`config.mk`:
```
export PLATFORM = sky130hd
export DESIGN_NAME = dbgp_panel
export DESIGN_NICKNAME = d
export VERILOG_FILES = /design/src/rtl/dbgp_pkg.sv /design/src/rtl/dbgp_edge.sv /design/src/rtl/dbgp_ctrl.sv /design/src/rtl/dbgp_view.sv /design/src/rtl/dbgp_panel.sv
export SDC_FILE = /design/constraint.sdc
export NUM_CORES = 1
export LEC_CHECK = 0
export ABC_AREA = 1
export BUFFER_PORTS_ARGS = -buffer_cell sky130_fd_sc_hd__clkbuf_2
export CORE_AREA = 2 2 167 169
export DETAILED_ROUTE_END_ITERATION = 7
export DIE_AREA = 0 0 169 171
export SLEW_MARGIN = 25
export SYNTH_ARGS = -nofsm -noshare
export SYNTH_HDL_FRONTEND = slang
export SYNTH_SLANG_ARGS = --single-unit
```
`constraint.sdc`:
```
create_clock -name clk -period 4.5 [get_ports clk]
set_input_delay 0.45 -clock clk [delete_from_list [all_inputs] [get_ports clk]]
set_output_delay 0.45 -clock clk [all_outputs]
set_load 0.01 [all_outputs]
```
`src/rtl/dbgp_pkg.sv`:
```
package dbgp_pkg;

    localparam int WORD_W  = 32;   // observation word width
    localparam int DISP_W  = 16;   // displayed half width
    localparam int SW_W    = 8;    // switch bank width
    localparam int MODE_W  = 3;    // mode register width
    localparam int IDX_W   = 5;    // view index width
    localparam int RF_AW   = 5;    // register file address width
    localparam int FLAG_W  = 5;    // status bits in the flag view
    localparam int NBTN    = 3;    // edge-detected buttons

    // mode bit roles
    localparam int MB_CAPTURE = 2;
    localparam int MB_SWADDR  = 1;
    localparam int MB_HIGH    = 0;

    // button lanes inside the edge detector
    localparam int BT_ENTER = 0;
    localparam int BT_LEFT  = 1;
    localparam int BT_RIGHT = 2;

    typedef enum logic [IDX_W-1:0] {
        VIEW_PC    = 5'd0,
        VIEW_MEM   = 5'd1,
        VIEW_IR    = 5'd2,
        VIEW_A     = 5'd3,
        VIEW_B     = 5'd4,
        VIEW_RFSW  = 5'd5,
        VIEW_ALU   = 5'd6,
        VIEW_CTRL  = 5'd7,
        VIEW_ADDR  = 5'd8,
        VIEW_RS    = 5'd9,
        VIEW_RT    = 5'd10,
        VIEW_FLAGS = 5'd11
    } view_e;

    typedef struct packed {
        logic [MODE_W-1:0] mode;
        logic [IDX_W-1:0]  idx;
        logic              step;
        logic              cap;
        logic [SW_W-1:0]   cap_data;
    } panel_st_t;

endpackage

```
`src/rtl/dbgp_edge.sv`:
```
module dbgp_edge #(
    parameter int N = 3
) (
    input  logic         clk,
    input  logic         rst_n,
    input  logic [N-1:0] lvl_i,
    output logic [N-1:0] rise_o
);

    logic [N-1:0] prev_d, prev_q;

    always_comb begin
        prev_d = lvl_i;
    end

    always_ff @(posedge clk or negedge rst_n) begin
        if (!rst_n) prev_q <= '0;
        else        prev_q <= prev_d;
    end

    // one rising-edge detector per button lane
    for (genvar g = 0; g < N; g++) begin : g_lane
        assign rise_o[g] = lvl_i[g] & ~prev_q[g];
    end

endmodule

```
`src/rtl/dbgp_ctrl.sv`:
```
module dbgp_ctrl
    import dbgp_pkg::*;
#(
    parameter int SRC_WRAP = 12
) (
    input  logic              clk,
    input  logic              rst_n,
    input  logic              enter_rise_i,
    input  logic              left_rise_i,
    input  logic              right_rise_i,
    input  logic [SW_W-1:0]   sw_i,
    output logic [MODE_W-1:0] mode_o,
    output logic [IDX_W-1:0]  idx_o,
    output logic              step_o,
    output logic              cap_o,
    output logic [SW_W-1:0]   cap_data_o
);

    localparam logic [IDX_W-1:0] IDX_LAST = IDX_W'(SRC_WRAP - 1);

    panel_st_t st_d, st_q;

    always_comb begin
        st_d      = st_q;
        st_d.step = 1'b0;
        st_d.cap  = 1'b0;

        if (left_rise_i) begin
            st_d.mode = st_q.mode + MODE_W'(1);
        end

        if (right_rise_i) begin
            st_d.idx = (st_q.idx == IDX_LAST) ? '0 : st_q.idx + IDX_W'(1);
        end

        // decisions use the mode in force when Enter is seen
        if (enter_rise_i) begin
            if (st_q.mode[MB_CAPTURE]) begin
                st_d.cap      = 1'b1;
                st_d.cap_data = sw_i;
            end else if (!st_q.mode[MB_SWADDR]) begin
                st_d.step = 1'b1;
            end
        end
    end

    always_ff @(posedge clk or negedge rst_n) begin
        if (!rst_n) st_q <= '0;
        else        st_q <= st_d;
    end

    assign mode_o     = st_q.mode;
    assign idx_o      = st_q.idx;
    assign step_o     = st_q.step;
    assign cap_o      = st_q.cap;
    assign cap_data_o = st_q.cap_data;

endmodule

```
`src/rtl/dbgp_view.sv`:
```
module dbgp_view
    import dbgp_pkg::*;
#(
    parameter int ADDR_W = 32,
    parameter int CTRL_W = 18
) (
    input  logic [MODE_W-1:0] mode_i,
    input  logic [IDX_W-1:0]  idx_i,
    input  logic [SW_W-1:0]   sw_i,
    input  logic [WORD_W-1:0] pc_i,
    input  logic [WORD_W-1:0] mem_rdata_i,
    input  logic [WORD_W-1:0] ir_i,
    input  logic [WORD_W-1:0] reg_a_i,
    input  logic [WORD_W-1:0] reg_b_i,
    input  logic [WORD_W-1:0] rf_sw_rdata_i,
    input  logic [WORD_W-1:0] alu_out_i,
    input  logic [CTRL_W-1:0] ctrl_word_i,
    input  logic [ADDR_W-1:0] cpu_mem_addr_i,
    input  logic [WORD_W-1:0] rf_rs_rdata_i,
    input  logic [WORD_W-1:0] rf_rt_rdata_i,
    input  logic [FLAG_W-1:0] flags_i,
    output logic [ADDR_W-1:0] mem_addr_o,
    output logic [DISP_W-1:0] disp_o
);

    logic [WORD_W-1:0] addr_word;
    logic [WORD_W-1:0] ctrl_word;
    logic [WORD_W-1:0] sw_word;
    logic [WORD_W-1:0] sel_word;

    // memory debug address source
    always_comb begin
        if (mode_i[MB_SWADDR]) mem_addr_o = {{(ADDR_W-SW_W){1'b0}}, sw_i};
        else                   mem_addr_o = cpu_mem_addr_i;
    end

    // fit the address to the word width, whichever is wider
    if (ADDR_W >= WORD_W) begin : g_addr_trunc
        assign addr_word = mem_addr_o[WORD_W-1:0];
    end else begin : g_addr_ext
        assign addr_word = {{(WORD_W-ADDR_W){1'b0}}, mem_addr_o};
    end

    if (CTRL_W >= WORD_W) begin : g_ctrl_trunc
        assign ctrl_word = ctrl_word_i[WORD_W-1:0];
    end else begin : g_ctrl_ext
        assign ctrl_word = {{(WORD_W-CTRL_W){1'b0}}, ctrl_word_i};
    end

    assign sw_word = mode_i[MB_CAPTURE] ? {{(WORD_W-SW_W){1'b0}}, sw_i} : '0;

    always_comb begin
        case (idx_i)
            VIEW_PC:    sel_word = pc_i;
            VIEW_MEM:   sel_word = mem_rdata_i;
            VIEW_IR:    sel_word = ir_i;
            VIEW_A:     sel_word = reg_a_i;
            VIEW_B:     sel_word = reg_b_i;
            VIEW_RFSW:  sel_word = rf_sw_rdata_i;
            VIEW_ALU:   sel_word = alu_out_i;
            VIEW_CTRL:  sel_word = ctrl_word;
            VIEW_ADDR:  sel_word = addr_word;
            VIEW_RS:    sel_word = rf_rs_rdata_i;
            VIEW_RT:    sel_word = rf_rt_rdata_i;
            VIEW_FLAGS: sel_word = {{(WORD_W-FLAG_W){1'b0}}, flags_i};
            default:    sel_word = sw_word;
        endcase
    end

    always_comb begin
        if (mode_i[MB_HIGH]) disp_o = sel_word[WORD_W-1 -: DISP_W];
        else                 disp_o = sel_word[DISP_W-1:0];
    end

endmodule

```
`src/rtl/dbgp_panel.sv`:
```
module dbgp_panel
    import dbgp_pkg::*;
#(
    parameter int ADDR_W   = 32,
    parameter int SRC_WRAP = 12,
    parameter int CTRL_W   = 18
) (
    input  logic              clk,
    input  logic              rst_n,
    input  logic              btn_enter,
    input  logic              btn_left,
    input  logic              btn_right,
    input  logic [7:0]        sw_i,
    input  logic [31:0]       pc_i,
    input  logic [31:0]       mem_rdata_i,
    input  logic [31:0]       ir_i,
    input  logic [31:0]       reg_a_i,
    input  logic [31:0]       reg_b_i,
    input  logic [31:0]       rf_sw_rdata_i,
    input  logic [31:0]       alu_out_i,
    input  logic [CTRL_W-1:0] ctrl_word_i,
    input  logic [ADDR_W-1:0] cpu_mem_addr_i,
    input  logic [31:0]       rf_rs_rdata_i,
    input  logic [31:0]       rf_rt_rdata_i,
    input  logic              mem_rd_i,
    input  logic              seq_i,
    input  logic              carry_i,
    input  logic              ovf_i,
    input  logic              zero_i,
    output logic              step_o,
    output logic              cap_valid_o,
    output logic [7:0]        cap_data_o,
    output logic [15:0]       disp_o,
    output logic [ADDR_W-1:0] dbg_mem_addr_o,
    output logic [4:0]        dbg_rf_addr_o,
    output logic [7:0]        led_o
);

    logic [NBTN-1:0]   btn_lvl;
    logic [NBTN-1:0]   btn_rise;
    logic [MODE_W-1:0] mode;
    logic [IDX_W-1:0]  idx;
    logic [FLAG_W-1:0] flags;

    assign btn_lvl[BT_ENTER] = btn_enter;
    assign btn_lvl[BT_LEFT]  = btn_left;
    assign btn_lvl[BT_RIGHT] = btn_right;

    assign flags = {mem_rd_i, seq_i, carry_i, ovf_i, zero_i};

    dbgp_edge #(.N(NBTN)) u_edge (
        .clk    (clk),
        .rst_n  (rst_n),
        .lvl_i  (btn_lvl),
        .rise_o (btn_rise)
    );

    dbgp_ctrl #(.SRC_WRAP(SRC_WRAP)) u_ctrl (
        .clk          (clk),
        .rst_n        (rst_n),
        .enter_rise_i (btn_rise[BT_ENTER]),
        .left_rise_i  (btn_rise[BT_LEFT]),
        .right_rise_i (btn_rise[BT_RIGHT]),
        .sw_i         (sw_i),
        .mode_o       (mode),
        .idx_o        (idx),
        .step_o       (step_o),
        .cap_o        (cap_valid_o),
        .cap_data_o   (cap_data_o)
    );

    dbgp_view #(.ADDR_W(ADDR_W), .CTRL_W(CTRL_W)) u_view (
        .mode_i         (mode),
        .idx_i          (idx),
        .sw_i           (sw_i),
        .pc_i           (pc_i),
        .mem_rdata_i    (mem_rdata_i),
        .ir_i           (ir_i),
        .reg_a_i        (reg_a_i),
        .reg_b_i        (reg_b_i),
        .rf_sw_rdata_i  (rf_sw_rdata_i),
        .alu_out_i      (alu_out_i),
        .ctrl_word_i    (ctrl_word_i),
        .cpu_mem_addr_i (cpu_mem_addr_i),
        .rf_rs_rdata_i  (rf_rs_rdata_i),
        .rf_rt_rdata_i  (rf_rt_rdata_i),
        .flags_i        (flags),
        .mem_addr_o     (dbg_mem_addr_o),
        .disp_o         (disp_o)
    );

    assign dbg_rf_addr_o = sw_i[RF_AW-1:0];
    assign led_o         = {mode, idx};

endmodule

```
* Yosys cells after proc, flatten, opt, wreduce, memory -nomap -nowiden
Cells that the tools add are included.
** Storage, ports and cells
- Word-level logic and storage cells :: 36
- Register bits after elaboration :: 21
** Operators by class
- Reduce and logical (&&, ||, !) cells :: 2
- Eq/ne operators :: 11
- Bitwise logic cells :: 6
- Muxes and demuxes :: 9
- $add $sub $neg :: 2
** Operators by type and width (number)
- $pmux 32 s12 :: 1
- $mux 32 :: 1
- $eq 5x3->1 const B :: 4
- $eq 5x4->1 const B :: 4
- $mux 16 :: 1
- $eq 5x2->1 const B :: 2
- $mux 10 :: 1
- $mux 9 :: 1
- $mux 8 :: 1
- $add 5x1->5 const B :: 1
- $eq 5x1->1 const B :: 1
- $logic_not 5->1 :: 1
- $mux 5 :: 1
- $add 3x1->3 const B :: 1
- $and 1x1->1 :: 3
- $not 1->1 :: 3
- $mux 1 :: 2
- $reduce_and 2->1 :: 1

* Depth between registers and ports, before layout
Gate-level depths: netlist (run 1).
- Depth after elaboration :: 3
- Gate-level depth with buffers :: 13
- Depth with buffers taken out :: 12

* Cells and area by module
Synthesis (run 1) repeated with hierarchy kept, for this count alone.
** Unflattened totals
- Cell total of the unflattened synthesis :: 995
- Area, all modules :: 4543.1 µm²
** By module, submodules not included
- dbgp_view :: area an instance 3676.0 µm², cells an instance 906, times used 1, sequential area each 0.0 µm²
- dbgp_ctrl :: area an instance 724.4 µm², cells an instance 75, times used 1, sequential area each 450.4 µm²
- dbgp_edge :: area an instance 105.1 µm², cells an instance 9, times used 1, sequential area each 75.1 µm²
- dbgp_panel :: area an instance 37.5 µm², cells an instance 5, times used 1, sequential area each 0.0 µm²

* Least setup slack after synthesis (run 1)
Ideal clock, no wire load.
- Path kind :: reg2out
- Start :: register u_ctrl.st_q, in the netlist u_ctrl.idx_o[1]
- End :: output port disp_o[13]
- Cell stages (with the launch flop) :: 13
- Arrival time :: 1671 ps
- Setup slack :: 2379 ps
- Cell sequence :: dfrtp_1 > inv_1 > ha_1 > inv_1 > nor2_2 > buf_2 > buf_2 > nand3_1 > nand4_1 > nor2_1 > nand2_1 > nand2_1 > nand2_1
** On the way
- Word-level cells in the longest chain between the ends :: 3
- Elaborated cells between the ends (all ways) :: 14
** Ends and longest elaborated chain
- start: declaration :: RTL line dbgp_ctrl.sv:21 : panel_st_t st_d, st_q;
- start signal: assignment :: RTL line dbgp_ctrl.sv:49 : else st_q <= st_d;
- $eq 5x4->1, or another cell as far along :: RTL line dbgp_view.sv:53 : case (idx_i)
- $pmux 32 s12 * :: RTL line dbgp_view.sv:53
- $mux 16 * :: RTL line dbgp_view.sv:71 : if (mode_i[MB_HIGH]) disp_o = sel_word[WORD_W-1 -: DISP_W];
- end: declaration :: RTL line dbgp_panel.sv:33 : output logic [15:0] disp_o,
Every way passes the cells marked *; elsewhere a longest branch is shown, timed or not.

* Worst setup path in the final report (run 1)
- Start :: register u_ctrl.st_q, in the netlist u_ctrl.idx_o[3]
- End :: output port disp_o[2]
Same word-level chain as after synthesis.

==> results.yml, run 1 <==
critical_path:
  endpoint: "disp_o[2]"
  crit_path_start_kind: "flip-flop"
  cp.arrival_ns: 2.91
  critical_path_class: "flip-flop to output port"
  startpoint: "u_ctrl.idx_o[3]"
  crit_fanout: 26
  worstPathRequired_ns: 4.05
  r2r-end: "u_ctrl.idx_o[2]"
  cp-end-kind: "output port"
  rrSetupSlack_ns: 2.76
  regToRegStartpoint: "u_ctrl.idx_o[2]"
  worstRegToRegCells: 6
cells_and_area:
  syn_to_final_growth_pct: 56.1
  final_nets: 1649
  antenna_cells: 0
  final_cells: 1633
  drive_above_1_share: 0.361
  design_area_sq_mm: 0.00684
floorplanning:
  fp-row-count: 61
  initial_core_util: 0.160
  die_h_um: 171
  chipWidth_um: 169
  die_area_sq_mm: 0.0289
  ioPinCount: 427
  core-area_sq_mm: 0.0273
synth:
  synth_cell_types: 25
  ys_warn_count: 0
  ys_top_cells_by_count: "nand2_1, nand3_1, nor2_1, inv_1, nand4_1"
  synthArstFlopShare: 1.00
  synth_edf_count: 0
  yosysSeqAreaShare: 0.120
  synth_cells: 901
  ys.flop_type: "dfrtp_1"
  synth_area_per_cell_sq_um: 4.87
  synth_nets: 1262
  synth.top_cell.area_share: 0.377
  yosysTopAreaCell: "nand2_1"
  ys_seq_elements: 21
  yosysMostFrequentCell: "nand2_1"
  syn_area_sq_mm: 0.00438
  ys_top_cells_by_area: "nand2_1, nand3_1, dfrtp_1"
pwr:
  powerDensity_mw_per_mm2: 523
  leakagePower_nw: 4.31
  vdd_drop_max_v: 0.000225
timing:
  rsz0062_at_grt: "false"
  setup_slack_ns: 1.14
  slew_headroom: 0.334
  max_freq_mhz: 297
  fin_hold_ws_ns: 0.175
  slew_viol_final: 0
  period_minus_slack_ns: 3.36
  finalHoldViolCount: 0
  setup_viol: 0
  setup_tns_ns: 0
  skew_ns: 0.00435
  worstMarginPinSlew_ns: 0.996
  min_period_over_period: 0.748
placement:
  hpwl_um: 23600
  port_buffers: 426
  dp_cells: 1629
  pre_cts_ws_ns: 1.42
  dpl-instance-area_sq_mm: 0.00676
  routabilityCongestion: 0.913
drt:
  final_antenna_net_count: 0
  drc: 0
  dr.pass1.iters: 5
  routedWlPerCell_um: 18.0
  vias: 7345
  routed_wl_um: 29400
  viasPerCell: 4.50
  drtIter0Drc: 459
cts:
  numCtsBuffers: 3
  ctsResizeCount: 0
  path_clk_slew_ns: 0.06
  insertion_delay_ns: 0.25
  cts_max_path_buffers: 2
  cts-root-buf: "clkbuf_16"
  htreeDepth: 1
  post_cts_buffers: 0
  cts_tree: "done"
  cts-hold-fix-buffers: 0
  cts.sinks: 21
grt:
  antenna_found_initial: 0
  grt_pass1_wl_um: 40200
  grt_max_degree: 52
  grt_pass1_vias: 6657
  grt.total_usage: 0.186
  grt_overflow: 0
run_status:
  status: "finished, final reports clean"
flow_run:
  cap_violations: 0
hold_path:
  hold_path_class: "input pin to asynchronous set/reset pin"
[cell families (layout without fill, tap and decap cells)]
group | Yosys count | in the layout | share of synthesized area
AOI/OAI and AO/OA | 42 | 42 | 0.0485
xor gates and xnor gates | 4 | 4 | 0.00799
adders and majority gates | 5 | 5 | 0.0143
buffers and inverters | 120 | 506 | 0.123
DFF | 21 | 21 | 0.120
and+or+nand+nor | 709 | 709 | 0.686
[critical path, stage by stage (launching register included)]
cell      delay [ns]
dfrtp_1         0.51
nor2_4          0.53
inv_4           0.18
nor2_4          0.66
nor2_2          0.23
nand4_1         0.18
nand2_1         0.09
nand2_1         0.08
nand2_1         0.08
clkbuf_2        0.13
[worst min path at each step]
stage / startpoint / end / slack [ns] / cells past startpoint
2_1_floorplan: rst_n / u_ctrl.cap_data_o[0] / 0.15 / 0
3_3_place_gp: u_edge.prev_q[0] / u_ctrl.step_o / 0.43 / 1
3_5_place_dp: u_edge.prev_q[0] / u_ctrl.step_o / 0.44 / 1
4_1_cts: rst_n / u_ctrl.cap_data_o[1] / 0.19 / 1
5_1_grt: rst_n / u_ctrl.cap_data_o[1] / 0.22 / 1
6_report: rst_n / u_ctrl.cap_data_o[1] / 0.18 / 1
[cell type report]
type / count / area [sq um]
clock buffers: 4 / 78.8
fillers: 3206 / 20500
inverters: 67 / 254
multi-input cells: 760 / 3340
flip-flops and latches: 21 / 527
well taps: 346 / 433
repair buffers: 435 / 2210
[metrics by stage]
stage	power, mW	utilization
finish	3.57	0.250
global placement	3.37	0.248
global route	3.90	0.250
detailed placement	3.38	0.248
floorplan	2.11	-
CTS	3.58	0.250
[sequential cells by signal, indices dropped and copies added (netlist names)]
signal,flops
u_ctrl.cap_data_o,8
u_ctrl.cap_o,1
u_ctrl.idx_o,5
u_ctrl.mode_o,3
u_ctrl.step_o,1
u_edge.prev_q,3
[power breakdown]
| part | switching, mW | total [mW] | leakage [nW] | internal (mW) |
|---|---|---|---|---|
| combinational | 2.13 | 3.04 | 4.02 | 0.912 |
| sequential | 0.0922 | 0.350 | 0.258 | 0.258 |
| clock | 0.0656 | 0.186 | 0.0382 | 0.121 |
| total | 2.28 | 3.57 | 4.31 | 1.29 |
[placed cells by master (no fill, tap or decap)]
master     synthesis  final
nand2_1          440    440
clkbuf_2           0    426
nand3_1          127    127
nor2_1            93     92
inv_1             60     60
nand4_1           31     31
a21oi_1           27     27
dfrtp_1           21     20
nor2_4             6      9
buf_4             14      8
o21ai_1            7      7
o21ai_0            7      7
inv_2              6      6
ha_1               5      5
xor2_1             4      4
nand2_2            3      3
clkbuf_16          0      3
nor2_8             2      2
nor2_2             4      2
inv_4              1      1
nand2_4            1      1
nor3_2             1      1
nor4_1             1      1
a22oi_1            1      1
clkbuf_1          11      1
buf_12             0      1
dfrtp_2            0      1
[routing by layer]
layer / global-route usage / part of all wire
met1: 0.248 / 0.44
met2: 0.318 / 0.47
met3: 0.0317 / 0.072
met4: 0.0320 / 0.015
met5: 0 / 0
(Power assumes the default switching activity.)
==> run 2: changes to the inputs <==
Settings changed: CORE_AREA 2 2 167 169 to 2 2 166 168, DIE_AREA 0 0 169 171 to 0 0 168 170.
Clock period 4.5 ns to 3.3 ns, I/O delays scaled along.
==> run 2 against run 1 <==
Register-to-register slack worse by 1.3 ns. Routed wire length decreased by 0.83%. Clock skew shrank 0.0036 ns. Final cell count up 0.12%. Worst setup slack got worse by 0.90 ns. Sequential share of layout area is 0.088 points lower. Critical path depth grew 5. Via count down 0.31%. Global-route usage increased by 0.41 points. Largest cell class unchanged. Final area up 0.91%. Sequential power up 46%.
==> results.yml, run 2 (synthesis gave the netlist of run 1 again) <==
grt:
  grt_max_degree: 40
  grt_pass1_vias: 6909
  grt_overflow: 0
  grt.total_usage: 0.190
  antenna_found_initial: 0
  grt_pass1_wl_um: 40900
critical_path:
  path_cells: "inv_1, ha_1, inv_1, nor2_4, buf_4, nand3_1, nand2_1, nor2_1, nand2_1, nor2_1, nand2_1, nand2_1, nand2_1, clkbuf_2"
  critical_path_class: "flip-flop to output port"
  cp.arrival_ns: 2.74
  cp-end-kind: "output port"
  path_delay_family: "simple AND/OR/NAND/NOR gates"
  critPathMaxStageDelay_ns: 0.42
  crit_fanout: 22
  path_common_cell: "nand2_1"
  cpMaxStageDelayCell: "dfrtp_1"
  crit_path_start_kind: "flip-flop"
  worst-path-buf-inv: 4
  worstPathRequired_ns: 2.97
cts:
  cts.sinks: 21
  path_clk_slew_ns: 0.06
  post_cts_buffers: 0
  cts_max_path_buffers: 2
  cts_tree: "done"
  insertion_delay_ns: 0.25
  htreeDepth: 1
  cts-root-buf: "clkbuf_16"
  numCtsBuffers: 3
timing:
  max_freq_mhz: 326
  worstMarginPinSlew_ns: 0.769
  setup_tns_ns: 0
  slew_headroom: 0.486
  min_period_over_period: 0.929
  setup_viol: 0
  rsz0062_at_grt: "false"
  skew_ns: 0.000783
  slew_viol_final: 0
  period_minus_slack_ns: 3.07
  setup_slack_ns: 0.234
  finalHoldViolCount: 0
pwr:
  p_seq_frac: 0.104
  p_int_mw: 1.81
  leakagePower_nw: 4.35
  net-switching-power_mw: 3.10
  power.share.clock: 0.052
  switching_share: 0.631
  pwr-share-comb: 0.844
  vdd_drop_max_v: 0.000314
  powerDensity_mw_per_mm2: 712
floorplanning:
  core-area_sq_mm: 0.0267
  ioPinCount: 427
  die_h_um: 170
  die_area_sq_mm: 0.0286
  initial_core_util: 0.165
  fp-row-count: 60
  chipWidth_um: 168
cells_and_area:
  antenna_cells: 0
  final_cell_mix: "nand2_1, clkbuf_2, nand3_1"
  syn_to_final_growth_pct: 57.5
  largest_register_ffs: 8
  final_util: 0.259
  final_nets: 1656
  final_common_cell: "nand2_1"
  drive_above_1_share: 0.365
drt:
  routed_wl_um: 29200
  viasPerCell: 4.48
  drc: 0
  vias: 7322
  drtIter0Drc: 413
  dr.pass1.iters: 6
  routedWlPerCell_um: 17.9
  final_antenna_net_count: 0
run_status:
  status: "finished, final reports clean"
placement:
  port_buffers: 426
  routabilityCongestion: 0.925
  pre_cts_ws_ns: 0.495
  hpwl_um: 23800
flow_run:
  cap_violations: 0
hold_path:
  hold_path_class: "input pin to asynchronous set/reset pin"
## run 2: changes by cell type in the layout (fill, tap and decap cells not counted), sizes merged
cell,previous run,this run
buf,9,16
## run 2: worst reg2reg max path, stage by stage, from the launching register on
cell	delay, ns
dfrtp_1	0.42
ha_1	0.23
inv_1	0.06
nor2_2	0.51
nand2_1	0.19
inv_1	0.18
a22oi_1	0.12
## run 2: worst paths after layout
kind                                        from                   end  slack [ns]  depth (start not counted)
worst max-delay path             u_ctrl.idx_o[1]             disp_o[6]        0.23                         14
worst min-delay path                       rst_n  u_ctrl.cap_data_o[0]        0.06                          1
worst max register to register   u_ctrl.idx_o[0]       u_ctrl.idx_o[2]        1.45                          6
worst min register to register  u_edge.prev_q[0]         u_ctrl.step_o        0.45                          1
max in group asynchronous                  rst_n      u_edge.prev_q[1]        2.87                          1
min in group clk                       btn_enter      u_edge.prev_q[0]        0.20                          1
## run 2: layout make-up
class | instances | area, sq um
Fill cell | 3093 | 19700
Multi-Input combinational cell | 760 | 3340
Timing Repair Buffer | 442 | 2280
Sequential cell | 21 | 526
Tap cell | 341 | 427
Inverter | 67 | 254
Clock buffer | 4 | 78.8
## run 2: stage by stage
stage	instance area (sq um)	cells	hold WS [ns]	power, mW
2_1_floorplan	4380	901	0.0344	2.88
3_3_place_gp	6820	1631	0.332	4.68
3_5_place_dp	6820	1631	0.338	4.68
4_1_cts	6900	1635	0.0705	4.95
5_1_grt	6900	1635	0.0998	5.38
6_report	6900	1635	0.0574	4.91
## run 2: routing by layer
metal | vias up | global-route usage | routed length (um)
li1 | 3618 | - | -
met1 | 3295 | 0.255 | 12800
met2 | 368 | 0.333 | 14000
met3 | 41 | 0.0177 | 1880
met4 | 0 | 0.0352 | 500
met5 | - | 0 | 0
## run 2: repair_timing
action,in CTS,in global routing
endpoints found under the setup margin,0,4
resized for setup,0,1
hold buffers,0,0
## run 2: power by group through the flow
| stage | logic (mW) | clock network (mW) | registers [mW] |
|---|---|---|---|
| 4_1_cts | 4.18 | 0.259 | 0.514 |
| 3_3_place_gp | 4.16 | 0 | 0.518 |
| 3_5_place_dp | 4.17 | 0 | 0.515 |
| 5_1_grt | 4.58 | 0.272 | 0.536 |
| 2_1_floorplan | 2.42 | 0 | 0.463 |
| 6_report | 4.15 | 0.255 | 0.511 |
